## config.mk

```make
export PLATFORM = sky130hd
export DESIGN_NAME = page_window_mapper
export DESIGN_NICKNAME = d
export VERILOG_FILES = /design/src/rtl/mapper_pkg.sv /design/src/rtl/mapper_ctrl.sv /design/src/rtl/mapper_datapath.sv /design/src/rtl/page_window_mapper.sv
export SDC_FILE = /design/constraint.sdc
export NUM_CORES = 1
export LEC_CHECK = 0
export BUFFER_PORTS_ARGS = -buffer_cell sky130_fd_sc_hd__clkbuf_2
export CORE_UTILIZATION = 49
export DETAILED_ROUTE_END_ITERATION = 10
export MAX_ROUTING_LAYER = met4
export PLACE_DENSITY = 0.71
export REMOVE_ABC_BUFFERS = 1
export SKIP_CTS_REPAIR_TIMING = 1
export SYNTH_ARGS = -nofsm -noshare
export SYNTH_HDL_FRONTEND = slang
export SYNTH_SLANG_ARGS = --single-unit
```

## constraint.sdc

```tcl
create_clock -name clk -period 2.8 [get_ports clk]
set_clock_uncertainty 0.15 [all_clocks]
set_input_delay 0.56 -clock clk [delete_from_list [all_inputs] [get_ports clk]]
set_output_delay 0.56 -clock clk [all_outputs]
set_load 0.005 [all_outputs]
```

## src/rtl/mapper_pkg.sv

```systemverilog
package mapper_pkg;
  localparam int NUM_WIN  = 16;
  localparam int WIN_W    = $clog2(NUM_WIN);
  localparam int OFF_W    = 12;
  localparam int PAGE_W   = 12;
  localparam int NARROW_W = 8;
  localparam int CPU_W    = WIN_W + OFF_W;
  localparam int PHYS_W   = PAGE_W + OFF_W;
  localparam int DATA_W   = 16;
  localparam logic [CPU_W-1:0] REG_BASE = 16'h4000;

  typedef struct packed {
    logic             regWr;
    logic             regRd;
    logic [WIN_W-1:0] regIdx;
    logic             accessEn;
    logic             mapEn;
  } mapStrobe_t;
endpackage

```

## src/rtl/mapper_ctrl.sv

```systemverilog
module mapper_ctrl
  import mapper_pkg::*;
(
  input  logic             clk,
  input  logic             rstN,
  input  logic             ctrlWr,
  input  logic [1:0]       ctrlData,
  input  logic [CPU_W-1:0] busAddr,
  input  logic             busWr,
  input  logic             busRd,
  output mapStrobe_t       strb
);
  localparam int IDX_LO = 1;
  localparam int HIT_LO = IDX_LO + WIN_W;

  logic accessQ, mapQ;
  logic winHit;

  always_ff @(posedge clk) begin
    if (!rstN) begin
      accessQ <= 1'b0;
      mapQ    <= 1'b0;
    end else if (ctrlWr) begin
      accessQ <= ctrlData[0];
      mapQ    <= ctrlData[1];
    end
  end

  assign winHit = (busAddr[CPU_W-1:HIT_LO] == REG_BASE[CPU_W-1:HIT_LO]) && !busAddr[0];

  always_comb begin
    strb.accessEn = accessQ;
    strb.mapEn    = mapQ;
    strb.regIdx   = busAddr[HIT_LO-1:IDX_LO];
    strb.regWr    = busWr && winHit && accessQ;
    strb.regRd    = busRd && winHit && accessQ;
  end

  AST_CTRL_HOLD: assert property (@(posedge clk) disable iff (!rstN)
    !ctrlWr |=> $stable(strb.mapEn) && $stable(strb.accessEn)) else $error("control bits moved");
endmodule

```

## src/rtl/mapper_datapath.sv

```systemverilog
module mapper_datapath
  import mapper_pkg::*;
(
  input  logic              clk,
  input  logic              rstN,
  input  logic              cfgWide,
  input  mapStrobe_t        strb,
  input  logic [DATA_W-1:0] wrData,
  input  logic [CPU_W-1:0]  cpuAddr,
  output logic [DATA_W-1:0] rdData,
  output logic [PHYS_W-1:0] physAddr
);
  localparam int HI_W = PAGE_W - NARROW_W;

  logic [NUM_WIN-1:0][PAGE_W-1:0] pageRegs;
  logic [PAGE_W-1:0] wrPage;
  logic [PAGE_W-1:0] rdPage;
  logic [PAGE_W-1:0] xlPage;
  logic [WIN_W-1:0]  cpuWin;

  always_comb begin
    wrPage[NARROW_W-1:0]      = wrData[DATA_W-1:DATA_W-NARROW_W];
    wrPage[PAGE_W-1:NARROW_W] = cfgWide ? wrData[HI_W-1:0] : '0;
  end

  for (genvar gi = 0; gi < NUM_WIN; gi++) begin : g_page
    always_ff @(posedge clk) begin
      if (!rstN)
        pageRegs[gi] <= PAGE_W'(gi);
      else if (strb.regWr && strb.regIdx == WIN_W'(gi))
        pageRegs[gi] <= wrPage;
    end
  end

  assign rdPage = pageRegs[strb.regIdx];

  always_comb begin
    rdData = '0;
    if (strb.regRd) begin
      rdData[DATA_W-1:DATA_W-NARROW_W] = rdPage[NARROW_W-1:0];
      if (cfgWide) rdData[HI_W-1:0] = rdPage[PAGE_W-1:NARROW_W];
    end
  end

  assign cpuWin = cpuAddr[CPU_W-1:OFF_W];

  always_comb begin
    if (strb.mapEn) xlPage = pageRegs[cpuWin];
    else            xlPage = PAGE_W'(cpuWin);
    if (!cfgWide) xlPage[PAGE_W-1:NARROW_W] = '0;
  end

  assign physAddr = {xlPage, cpuAddr[OFF_W-1:0]};

  AST_REGS_HELD: assert property (@(posedge clk) disable iff (!rstN)
    !strb.regWr |=> $stable(pageRegs)) else $error("register moved without write");
  AST_WRITE_LANDS: assert property (@(posedge clk) disable iff (!rstN)
    strb.regWr |=> pageRegs[$past(strb.regIdx)][NARROW_W-1:0] == $past(wrData[DATA_W-1:DATA_W-NARROW_W]))
    else $error("write lost");
  AST_NARROW_TOP: assert property (@(posedge clk) disable iff (!rstN)
    !cfgWide |-> physAddr[PHYS_W-1:PHYS_W-HI_W] == '0) else $error("narrow top nibble set");
endmodule

```

## src/rtl/page_window_mapper.sv

```systemverilog
module page_window_mapper
  import mapper_pkg::*;
(
  input  logic        clk,
  input  logic        rstN,
  input  logic        cfgWide,
  input  logic        ctrlWr,
  input  logic [1:0]  ctrlData,
  input  logic [15:0] busAddr,
  input  logic        busWr,
  input  logic        busRd,
  input  logic [15:0] wrData,
  output logic [15:0] rdData,
  input  logic [15:0] cpuAddr,
  output logic [23:0] physAddr
);
  mapStrobe_t strb;

  mapper_ctrl u_ctrl (
    .clk      (clk),
    .rstN     (rstN),
    .ctrlWr   (ctrlWr),
    .ctrlData (ctrlData),
    .busAddr  (busAddr),
    .busWr    (busWr),
    .busRd    (busRd),
    .strb     (strb)
  );

  mapper_datapath u_dp (
    .clk      (clk),
    .rstN     (rstN),
    .cfgWide  (cfgWide),
    .strb     (strb),
    .wrData   (wrData),
    .cpuAddr  (cpuAddr),
    .rdData   (rdData),
    .physAddr (physAddr)
  );

  AST_PASS_THROUGH: assert property (@(posedge clk) disable iff (!rstN)
    !strb.mapEn |-> physAddr == {8'h00, cpuAddr}) else $error("pass-through broken");
  AST_LOCKED_READ: assert property (@(posedge clk) disable iff (!rstN)
    !strb.accessEn |-> rdData == 16'h0000) else $error("read while locked");
endmodule

```

# [Word level (Yosys, flattened, before mapping)]
# Index checks and enable logic that the tools add are counted.
[classes] order_cmp=2 n_eq_ne=16 muxes=10 reduce_logical=23
[ops] op="binary-select mux 12 bit (select 4 bit)" count=2
[ops] op="two-way mux 12 bit" count=3
[ops] op="== test 4 bit (second input constant)" count=8
[ops] op="logical AND 1 bit" count=21
[ops] op="== test 4 x 3 -> 1 bit (second input constant)" count=4
[ops] op="two-way mux 4 bit" count=4
[ops] op="== test 11 x 10 -> 1 bit (second input constant)" count=1
[ops] op="less-than comparator 4 x 5 -> 1 bit (second input constant)" count=2
[ops] op="== test 4 x 2 -> 1 bit (second input constant)" count=2
[ops] op="two-way mux 8 bit" count=1
[ops] op="== test 4 x 1 -> 1 bit (second input constant)" count=1
[ops] op="logical NOT 4 bit" count=1
[ops] op="logical NOT 1 bit" count=1
[totals] regBits=194 word_cells=69

# [Longest topological paths before layout]
[depth] ltp_word=5 depth_mapped=7 depth_no_buf=4

# [Cells and area by module]
# From an unflattened synthesis, not the netlist that was laid out.
[unflattened] cells_unflattened=1173 hier_area_um2=10856.7
[by_module_without_submodules] mod="mapper_datapath" instances=1 cells_per_inst=1154 area_per_inst_um2=10682.7
[by_module_without_submodules] mod="mapper_ctrl" instances=1 cells_per_inst=19 area_per_inst_um2=173.9

# [Least setup slack after synthesis]
# No wires, ideal clock.
[synth_path] path_type="input to output" from="in cpuAddr[12]" to="out physAddr[15]" arrival_time_ns=2.009 required_time_ns=2.090 slack_ns=0.081 cell_stages=6 path_cell_list="buf_2 > buf_4 > buf_2 > mux4_2 > o221ai_1 > o21ai_0"
[synth_between] elab_chain_cells=3
[synth_lines] item="start: declaration" line_no="page_window_mapper.sv:14" source="input logic [15:0] cpuAddr,"
[synth_lines] item="binary-select mux 12 bit (select 4 bit)" line_no="mapper_datapath.sv:48" source="if (strb.mapEn) xlPage = pageRegs[cpuWin];"
[synth_lines] item="two-way mux 12 bit (not written as such)" line_no="mapper_datapath.sv:48"
[synth_lines] item="two-way mux 12 bit" line_no="mapper_datapath.sv:48"
[synth_lines] item="end: declaration" line_no="page_window_mapper.sv:15" source="output logic [23:0] physAddr"
# Every way passes these cells. The select of a mux whose other input is x is not followed.

# [Worst setup path after layout]
[layout_path] from="in cpuAddr[13]" to="out physAddr[12]"
# The elaborated chain is that of the path after synthesis.

==> flow_summary_export.csv <==
group,metric,value,unit
global_route,antenna_found_initial,0,
timing,hold_viol_final,0,
timing,drv_slew,0,
route,vias_per_cell,6.06,
route,vias,7817,
synthesis,synth_ff_type,"dfxtp_1",
critical_path,r2r-start,"u_ctrl.accessQ",
critical_path,cp-start-kind,"input pin",
critical_path,reg2reg_to,"u_dp.pageRegs[174]",
global_route,grt_start_max_net_pins,59,
critical_path,crit_end,"physAddr[12]",
timing,finalCritPeriodShare,0.984,
clocking,clock-root-buffer,"clkbuf_16",
place,placed_area,11200,sq um
global_route,grt.total_usage,0.278,
critical_path,worst-r2r-cell-count,6,
timing,tightestPinTransition,0.705,ns
route,drt_pass1_iterations,5,
floorplanning,fp.dieW,147,um
critical_path,critPathArrivalTime,2.04,ns
synthesis,yosysWarnings,0,
synthesis,yosysSeqAreaShare,0.376,
power,p_switching,1.36,mW
synthesis,ys_types,37,
synthesis,syn_area,10300,sq um
power,power,5.68,mW
floorplanning,dieArea,21700,sq um
critical_path,required,2.09,ns
critical_path,path_class,"input pin to primary output",
global_route,grt_overflow,0,
clocking,cts.sinks,194,
finish,syn2layout_area_growth,16.4,%
hold_path,hold_path.class,"input pin to register",
timing,relSlewSlack,0.529,
place,placement.io_buffers,63,
clocking,h-tree-depth,4,
job,maxCapViolCount,0,
floorplanning,start_util,0.506,
status,status,"finished clean",
clocking,cts_tree,"built",
timing,whs,0.236,ns
floorplanning,num_io_pins,96,
clocking,cts.path.max_buffers,2,
global_route,grt_pass1_wl,43900,um
finish,diodes,0,
finish,stdcell_count,1290,
critical_path,crit_fanout,7,
finish,final_cell_area,12000,sq um
route,wl_per_cell,22.6,um
synthesis,ys_ff_latch,194,
synthesis,synth.avg_cell_area,11.1,sq um
clocking,clk_latency,0.43,ns
route,postRouteAntennaNets,0,
floorplanning,die_h,147,um
critical_path,r2r_setup_slack,0.75,ns
timing,fmax,0.363,GHz
clocking,numCtsBuffers,17,
power,combPwrFrac,0.085,
power,clock_power_share,0.429,
finish,drive_gt1_frac,0.307,
place,place_congestion,0.848,
place,dp_hpwl,18800,um
power,internal-power,4.32,mW
synthesis,synth_edf_count,0,
critical_path,end_kind,"primary output",
finish,post-route-util,0.589,
synthesis,syn_inst,927,
route,drt_iter0_drc,651,
global_route,grt_pass1_vias,7590,
floorplanning,fp-row-count,52,
floorplanning,coreArea,20400,sq um
power,power.density,472,nW/um^2
timing,final.setup.worst_slack,0.0456,ns
power,power.leakage,4.18,nW
timing,fin_setup_tns,0,ns
power,peakVddDrop,0.000393,V
clocking,clkTransAtPathRegs,0.07,ns
timing,rsz0062_at_grt,"no",
finish,nets,1064,
power,switching_share,0.239,
place,placed_cells,1244,
place,dp_slack,-0.0878,ns
timing,setup_violations,0,
critical_path,startpoint,"cpuAddr[13]",
synthesis,async_flop_share,0,
route,drcViolationCount,0,
power,pwr-share-seq,0.486,
timing,period_needed,2.75,ns
route,wirelength,29200,um
logic make-up (layout without fill, tap and decap cells):
| family | after synthesis | after routing | share of synthesized area |
|---|---|---|---|
| compound gates | 57 | 57 | 0.0388 |
| buf+inv | 103 | 193 | 0.0528 |
| flops | 194 | 194 | 0.376 |
| mux | 309 | 309 | 0.412 |
| other cells | 1 | 4 | 0.000363 |
| simple gates | 263 | 263 | 0.120 |
power by group through the flow:
stage,sequential [mW],combinational [mW],clock [mW]
finish,2.76,0.482,2.44
global route,2.76,0.507,2.58
CTS,2.76,0.442,2.47
detailed placement,2.82,0.439,0
global placement,2.82,0.437,0
floorplan,2.82,0.146,0
layout make-up:
type / instances / area (sq um)
timing repair buffer: 160 / 1250
tap: 270 / 338
inverter: 2 / 7.51
multi-input combinational: 633 / 5960
clock inverter: 12 / 130
fill: 1667 / 8410
clock buffer: 19 / 453
sequential: 194 / 3880
registers in the layout, summed over array words and instances (netlist names):
register and flops:
u_ctrl.mapQ 1, u_ctrl.accessQ 1, u_dp.pageRegs 192
layout by cell type (no fill, tap or decap), types with 3 or more instances in the layout:
master	Yosys	layout
mux2i_1	214	213
dfxtp_1	194	194
nand2_1	173	173
mux4_2	93	93
buf_4	33	84
clkbuf_2	0	58
nor2b_1	41	40
a22oi_1	27	27
clkbuf_16	0	19
a21oi_1	13	13
nor2_2	0	12
buf_12	0	12
nand3_1	8	8
nor2_1	18	6
clkinvlp_4	0	5
o22ai_1	4	4
conb_1	1	4
nor4b_4	3	3
and3_1	4	3
a22o_1	3	3
a221o_1	3	3
nor3_2	3	3
clkinv_2	0	3
buf_6	1	3
critical path, stage by stage:
cell	delay, ns
buf_6	0.11
buf_12	0.15
buf_12	0.14
buf_4	0.12
mux4_2	0.49
mux2i_1	0.15
o221ai_1	0.15
buf_2	0.18
worst min path at each step:
stage / endpoint / cells after the start / slack, ns / from
6_report: u_ctrl.accessQ / 3 / 0.24 / ctrlData[0]
5_1_grt: u_ctrl.accessQ / 3 / 0.24 / ctrlData[0]
4_1_cts: u_ctrl.accessQ / 3 / 0.23 / ctrlData[0]
3_5_place_dp: u_dp.pageRegs[168] / 2 / 0.31 / u_dp.pageRegs[168]
3_3_place_gp: u_dp.pageRegs[34] / 2 / 0.30 / u_dp.pageRegs[34]
2_1_floorplan: u_dp.pageRegs[120] / 2 / 0.29 / u_dp.pageRegs[120]
per-layer routing:
metal  routed length, um  up-vias  global-route usage
li1                    -     3510                   -
met1               12200     3915               0.362
met2               14100      335               0.432
met3                2140       57              0.0481
met4                 836        0               0.109
met5                   0        -                   -
synth_stat cells (all sizes together) (4+ instances only):
cell type	count	area (sq um)
nand3	8	40.0
nor2b	41	257
dfxtp	194	3880
o22ai	4	25.0
clkbuf	40	150
nand2	174	656
nor4b	4	80.1
mux2i	214	2140
nor2	18	67.6
a21oi	13	65.1
mux4	93	2090
a22oi	27	203
and3	4	25.0
buf	61	388
No activity file was read; power rests on OpenSTA's default activity.
